===== config.mk =====
export PLATFORM = sky130hd
export DESIGN_NAME = dma_addr_gen
export DESIGN_NICKNAME = d
export VERILOG_FILES = /design/src/rtl/dag_pkg.sv /design/src/rtl/dag_stepper.sv /design/src/rtl/dag_counter.sv /design/src/rtl/dma_addr_gen.sv
export SDC_FILE = /design/constraint.sdc
export NUM_CORES = 1
export LEC_CHECK = 0
export ABC_CLOCK_PERIOD_IN_PS = 16200
export BUFFER_PORTS_ARGS = -buffer_cell sky130_fd_sc_hd__buf_2
export CELL_PAD_IN_SITES_DETAIL_PLACEMENT = 0
export CELL_PAD_IN_SITES_GLOBAL_PLACEMENT = 1
export CORE_ASPECT_RATIO = 1.4
export CORE_MARGIN = 10
export CORE_UTILIZATION = 48
export CTS_CLUSTER_SIZE = 20
export DETAILED_ROUTE_END_ITERATION = 8
export PLACE_DENSITY_LB_ADDON = 0.1
export SLEW_MARGIN = 20
export SYNTH_ARGS = -nofsm -noshare
export SYNTH_HDL_FRONTEND = slang
export SYNTH_HIERARCHICAL = 1
export SYNTH_SLANG_ARGS = --single-unit

===== constraint.sdc =====
create_clock -name clk -period 16.2 [get_ports clk]
set_clock_uncertainty 0.2 [all_clocks]
set_input_delay 3.24 -clock clk [delete_from_list [all_inputs] [get_ports clk]]
set_output_delay 3.24 -clock clk [all_outputs]
set_load 0.1 [all_outputs]

===== src/rtl/dag_pkg.sv =====
// Shared types for the strided DMA address generator.
// Assumes mode codes 0..4 are legal and everything above them is not.
package dag_pkg;
    typedef enum logic [2:0] {
        AM_HOLD    = 3'd0,
        AM_ASCEND  = 3'd1,
        AM_DESCEND = 3'd2,
        AM_STRIDE1 = 3'd3,
        AM_STRIDE2 = 3'd4
    } addr_mode_e;

    // True when the mode code names a supported stepping rule.
    function automatic logic mode_legal(input logic [2:0] m);
        return m <= 3'd4;
    endfunction
endpackage


===== src/rtl/dag_stepper.sv =====
// Computes the next address from the current one.
// Assumes skips are two's complement of ADDR_W bits; results wrap modulo 2^ADDR_W.
module dag_stepper
    import dag_pkg::*;
#(
    parameter int ADDR_W = 32
) (
    input  logic [ADDR_W-1:0] cur_addr,
    input  addr_mode_e        mode,
    input  logic [1:0]        esize_log2,
    input  logic [ADDR_W-1:0] eskip,
    input  logic [ADDR_W-1:0] fskip,
    input  logic              frame_end,
    output logic [ADDR_W-1:0] nxt_addr
);
    logic [ADDR_W-1:0] width_b;

    // Element width in bytes from its log2 code.
    always_comb width_b = ADDR_W'(1) << esize_log2;

    // Select the stepping rule for the current mode.
    always_comb begin
        case (mode)
            AM_ASCEND:  nxt_addr = cur_addr + width_b;
            AM_DESCEND: nxt_addr = cur_addr - width_b;
            AM_STRIDE1: nxt_addr = cur_addr + width_b + eskip;
            AM_STRIDE2: nxt_addr = cur_addr + width_b + eskip
                                   + (frame_end ? fskip : '0);
            default:    nxt_addr = cur_addr;
        endcase
    end
endmodule


===== src/rtl/dag_counter.sv =====
// Wrapping position counter with a run-time limit.
// Assumes limit is non-zero while inc may be asserted; clr wins over inc.
module dag_counter #(
    parameter int CNT_W = 16
) (
    input  logic             clk,
    input  logic             rst_n,
    input  logic             clr,
    input  logic             inc,
    input  logic [CNT_W-1:0] limit,
    output logic [CNT_W-1:0] cnt,
    output logic             at_last
);
    // Flag the final position of the range.
    always_comb at_last = (cnt == limit - CNT_W'(1));

    // Count up, returning to zero after the final position.
    always_ff @(posedge clk) begin
        if (!rst_n || clr) cnt <= '0;
        else if (inc)      cnt <= at_last ? '0 : cnt + CNT_W'(1);
    end
endmodule


===== src/rtl/dma_addr_gen.sv =====
// Top of the strided DMA address generator: accepts a job, checks it,
// then steps an address on each advance strobe until all elements are used.
// Assumes cfg_* are valid in the start cycle; start is ignored while busy.
module dma_addr_gen
    import dag_pkg::*;
#(
    parameter int ADDR_W = 32,
    parameter int CNT_W  = 16
) (
    input  logic              clk,
    input  logic              rst_n,
    input  logic              start,
    input  logic [ADDR_W-1:0] cfg_addr,
    input  logic [2:0]        cfg_mode,
    input  logic [1:0]        cfg_esize,
    input  logic [CNT_W-1:0]  cfg_epf,
    input  logic [CNT_W-1:0]  cfg_fpt,
    input  logic [ADDR_W-1:0] cfg_eskip,
    input  logic [ADDR_W-1:0] cfg_fskip,
    input  logic              cfg_align_en,
    input  logic              adv,
    output logic [ADDR_W-1:0] addr_o,
    output logic              last_frame,
    output logic              last_xfer,
    output logic              busy,
    output logic              done,
    output logic              err
);
    logic [ADDR_W-1:0] addr_q, eskip_q, fskip_q, nxt_addr;
    logic [CNT_W-1:0]  epf_q, fpt_q, ecnt, fcnt;
    logic [1:0]        esize_q;
    addr_mode_e        mode_q;
    logic              busy_q, done_q, err_q;
    logic              elem_last, frm_last, step, cfg_bad, cfg_empty;
    logic [ADDR_W-1:0] align_mask;

    // Decode job legality and emptiness at start time.
    always_comb begin
        align_mask = (ADDR_W'(1) << cfg_esize) - ADDR_W'(1);
        cfg_bad    = !mode_legal(cfg_mode) ||
                     (cfg_align_en && ((cfg_addr & align_mask) != '0));
        cfg_empty  = (cfg_epf == '0) || (cfg_fpt == '0);
    end

    // An advance only counts while a job runs.
    always_comb step = busy_q && adv;

    dag_counter #(.CNT_W(CNT_W)) u_elem_cnt (
        .clk(clk), .rst_n(rst_n), .clr(!busy_q), .inc(step),
        .limit(epf_q), .cnt(ecnt), .at_last(elem_last)
    );

    dag_counter #(.CNT_W(CNT_W)) u_frm_cnt (
        .clk(clk), .rst_n(rst_n), .clr(!busy_q), .inc(step && elem_last),
        .limit(fpt_q), .cnt(fcnt), .at_last(frm_last)
    );

    dag_stepper #(.ADDR_W(ADDR_W)) u_step (
        .cur_addr(addr_q), .mode(mode_q), .esize_log2(esize_q),
        .eskip(eskip_q), .fskip(fskip_q), .frame_end(elem_last),
        .nxt_addr(nxt_addr)
    );

    // Job control: accept or reject, step, and finish.
    always_ff @(posedge clk) begin
        if (!rst_n) begin
            busy_q  <= 1'b0;
            done_q  <= 1'b0;
            err_q   <= 1'b0;
            addr_q  <= '0;
            eskip_q <= '0;
            fskip_q <= '0;
            epf_q   <= '0;
            fpt_q   <= '0;
            esize_q <= '0;
            mode_q  <= AM_HOLD;
        end else begin
            done_q <= 1'b0;
            err_q  <= 1'b0;
            if (!busy_q) begin
                if (start) begin
                    if (cfg_bad)        err_q  <= 1'b1;
                    else if (cfg_empty) done_q <= 1'b1;
                    else begin
                        busy_q  <= 1'b1;
                        addr_q  <= cfg_addr;
                        mode_q  <= addr_mode_e'(cfg_mode);
                        esize_q <= cfg_esize;
                        eskip_q <= cfg_eskip;
                        fskip_q <= cfg_fskip;
                        epf_q   <= cfg_epf;
                        fpt_q   <= cfg_fpt;
                    end
                end
            end else if (adv) begin
                if (elem_last && frm_last) begin
                    busy_q <= 1'b0;
                    done_q <= 1'b1;
                end else begin
                    addr_q <= nxt_addr;
                end
            end
        end
    end

    // Drive the outputs from state.
    always_comb begin
        addr_o     = addr_q;
        last_frame = busy_q && elem_last;
        last_xfer  = busy_q && elem_last && frm_last;
        busy       = busy_q;
        done       = done_q;
        err        = err_q;
    end
endmodule


==> impl_summary.md <==
Setup path
The worst setup path is launched from a register. The slowest stage of the critical path belongs to the cell a2111oi_0. The critical path data required time is around 16 ns. The endpoint identified for the worst register-to-register timing path is addr_o[30]. STA classifies the critical path endpoint as a register. The start-to-end type of the worst setup path is reg2reg.

The critical-path maximum fanout is 7. The highest cell delay on the worst timing path is 0.89 ns. The startpoint of the worst register-to-register path is esize_q[0]. The register-to-register setup slack is 7.70 ns.

The count of buffer and inverter cells on the critical path is 1. In this design, the critical path's most frequently occurring cell is ha_1. The worst reg2reg path depth is 29. The kind of cell adding the most delay to the critical path is compound AO/OA/AOI/OAI gates. At the worst endpoint, the arrival time is approximately 8.6 ns.

Finish
The filler cells instantiated in the layout total 3017. The synthesis-to-finish area growth is 10.7%. Cells with a size suffix above 1 make up 15.7% of the layout. The final instance count without filler cells is 2396. Summing all multi-input logic gate instances after layout gives 10500 sq um. The number of nets in the finished design is 2212.

Summing all non-filler instances in the final layout gives an area of 16200 sq um. In the final layout, flip-flops and latches occupy 3370 sq um. The share of the core filled with cells in the final layout is 54.0%.

Placement
The total of buffers placed on input and output ports is 174. Once detailed placement completed, the half-perimeter wirelength came to 39.6 mm. The instance count after placement with tap cells included is 2360. In this run the cell area measured after placement is between 15000 and 20000 sq um. The pre-CTS worst setup slack is around 7.9 ns. Routability-driven placement finished with a final weighted congestion of 0.930.

Clocking
The number of buffers inserted during clock tree synthesis is 17. The clock-pin slew on the worst setup and hold paths is about 0.07 ns. The clock reaches the later pin of the worst-skew pair after 0.46 ns. The number of hold buffers added after CTS is 0.

The root buffer cell is clkbuf_16. Buffers added to address setup during post-CTS repair amount to 0. The number of levels in the clock H-tree is 4.

The number of sinks driven by the clock tree is between 150 and 200. The worst-case clock buffer depth is 2. In this run, post-CTS repair resized a total of 0 instances. The TritonCTS clock tree is done.

Min path
The class of the most critical hold timing path is reg2reg. The endpoint with the worst hold slack is fskip_q[2]. The worst hold path begins at fskip_q[2]. Counting instances, the worst hold path has a depth of 2.

STA
In the post-route analysis, the smallest setup slack over all paths is 7.70 ns. The max-slew violation count is 0. The final worst hold slack is 0.276 ns.

Timing would allow up to 0.118 GHz. The transition time at the pin with the least slew margin is 1.14 ns. Setup violations remaining at the end of the flow were counted as 0. The accumulated negative setup slack is 0 ns. After layout, the minimum clock period comes to 8.50 ns. Headroom to the max-slew limit came out at 23.8%. Setup repair after global routing left no endpoint under its margin. Dividing the final minimum period by the clock period gives 52.5%. The hold violation count in the final report is 0.

Logic synthesis
The xor and xnor area share after synthesis is 8.94%. Of all flip-flops after synthesis, the portion carrying an async set or reset was 0%. For this run, the leading register cell type out of synthesis is dfxtp_1. The cell count after synthesis came out at ~1900.

Averaged over all synthesized cells, the footprint is 7.64 sq um. The simple-gate portion of the synthesized area is approximately a quarter. Sequential elements use 22.9% of the synthesized area.

The synthesized netlist devotes between 7 and 8% of its cell area to adder and majority cells. In this run, synthesis inferred 0 flip-flops with an integrated enable. The share of the synthesized area in compound gates (AO/OA/AOI/OAI) is 28.5%.

Synthesis inferred 168 register bits. After synthesis, the share of cell area in mux cells is 3.09%. Sorting the synthesized cells by area gives the leading types as dfxtp_1 (23%), a21oi_1 (6.5%), ha_1 (6.5%), o21ai_0 (5.9%), nand3_1 (5.5%).

The netlist area before placement is 14700 sq um. Of all cell types, the one taking the most synthesized area is dfxtp_1. In this run, distinct cell masters in the synthesized netlist total 100. For this run, the number of Yosys warnings is 6. When the netlist entered floorplanning its net count stood at 2137. After synthesis, the largest family of logic cells by area is compound AO/OA/AOI/OAI gates.

The share of Yosys cell area claimed by the top area cell type is 22.9%.

Routing
The number of DRC violations after detailed-routing iteration 0 is 1230. The number of vias per cell after detailed routing is 6.31. The detail route stage leaves a number of antenna-violating nets equal to 0. In the final routed layout, each cell accounts on average for about 22 microns. After detailed routing, the number of remaining DRC violations is 0. Detailed routing inserted a total of 15126 vias. The first detailed-routing pass ran for 5 iterations. The final layout contains routed wiring with a total length of 53.6 mm.

Global route
The pin count of the biggest net entering global routing is between 100 and 150. The number of antenna violations at the first check in global routing came to 8. The number of global-route vias before repair was 14915. The total congestion overflow after global routing is 0.

The aggregate global-route resource usage is 27.4%. The first-pass GRT wire length is 83.9 mm.

Power
Power comes to around 1.4 mW. The maximum VDD drop is 0.0000604 V. The total power per unit cell area is between 80 and 90 nW/um^2. The analysis attributes to cell leakage a power of 6.51 nW.

Die
The die is 168 microns wide. The die height is 227 microns. The number of core rows is between 70 and 80. The floorplan step defined a die boundary enclosing 38000 sq um. 175 I/O pins were placed.

The placeable core region is 30000 sq um. The initial cell density of the core is 48.8%.

Job
Max-cap violations in this run came to 0.

Outcome
The flow ran to the end, and the final reports show no timing, DRC or antenna violations.
layer usage:
| metal | GRT usage (%) | up-vias | wire, microns |
|---|---|---|---|
| li1 | - | 7287 | - |
| met1 | 31.5 | 7154 | 21400 |
| met2 | 47.7 | 546 | 26400 |
| met3 | 5.27 | 131 | 3430 |
| met4 | 13.1 | 8 | 2380 |
| met5 | 0 | - | 29 |
registers in the layout (all words and copies together), names as in the netlist:
name,flops
esize_q,2
eskip_q,32
u_elem_cnt/cnt,16
fpt_q,16
fskip_q,32
epf_q,16
err,1
u_frm_cnt/cnt,16
done,1
mode_q,3
addr_o,32
busy,1
cells in the mapped netlist (all sizes together), types with 14 or more instances:
| library cell | count |
|---|---|
| o22ai | 22 |
| nand3 | 160 |
| a211oi | 20 |
| a31oi | 14 |
| xor2 | 70 |
| nor4 | 27 |
| ha | 76 |
| a21oi | 192 |
| nor3 | 64 |
| clkbuf | 105 |
| nand2 | 96 |
| buf | 31 |
| nand2b | 18 |
| inv | 52 |
| o21ai | 175 |
| dfxtp | 168 |
| mux2i | 43 |
| a21o | 37 |
| and2 | 45 |
| xnor2 | 77 |
| and3 | 27 |
| nor2 | 125 |
| a221oi | 45 |
| nand4 | 26 |
| nor2b | 17 |
power by group:
| part | internal, mW | total, mW | switching (mW) |
|---|---|---|---|
| combinational | 0.164 | 0.475 | 0.311 |
| clock | 0.250 | 0.454 | 0.205 |
| sequential | 0.435 | 0.479 | 0.0434 |
worst register-to-register path, delay by kind of cell (launching register included):
kind,cells,cell delay (ns)
AO/OA/AOI/OAI,14,4.06
adder cells (fa/ha/maj),4,1.39
buffers and inverters,1,0.06
AND/OR/NAND/NOR,6,1.33
flip-flops,1,0.33
XOR/XNOR,2,0.47
multiplexers,2,0.48
kinds of logic (layout without fill, tap and decap cells):
family	count (synthesis)	in the layout
compound gates	630	630
xor+xnor	148	148
fa+ha+maj	80	80
buf+inv	189	277
flops	168	168
mux	45	45
other cells	0	4
simple gates	659	659
cell usage in the layout (no fill, tap or decap), drive strengths merged, types with 11 or more instances in the layout:
cell	netlist	final
a21oi	192	192
buf	31	192
o21ai	175	175
dfxtp	168	168
nand3	160	160
nor2	125	125
nand2	96	96
xnor2	77	77
ha	76	76
xor2	70	70
nor3	64	64
inv	52	57
and2	45	45
a221oi	45	45
mux2i	43	43
a21o	37	37
and3	27	27
nor4	27	27
nand4	26	26
o22ai	22	22
a211oi	20	20
nand2b	18	18
clkbuf	105	17
nor2b	17	17
a31oi	14	14
o21bai	13	13
or3	13	13
o21a	12	12
or4	12	12
o31ai	11	11
worst max-delay path by stage:
stage            endpoint  slack (ns)        from  cells past startpoint
4_1_cts        addr_o[30]        7.87  esize_q[0]                     29
2_1_floorplan  addr_o[30]        8.92   addr_o[0]                     30
6_report       addr_o[30]        7.70  esize_q[0]                     29
5_1_grt        addr_o[30]        7.24  esize_q[0]                     29
3_5_place_dp   addr_o[30]        7.91  esize_q[0]                     29
3_3_place_gp   addr_o[30]        8.04  esize_q[0]                     29
final cells by class:
cell class	count	share of cell area, %
timing repair buffer	192	6.20
clock inverter	15	1.31
multi-input combinational	1562	64.9
sequential	168	20.7
inverter	53	1.24
clock buffer	17	2.62
antenna	4	0.0617
tap	385	2.97
Note: power is estimated with default switching activity, not from simulation.
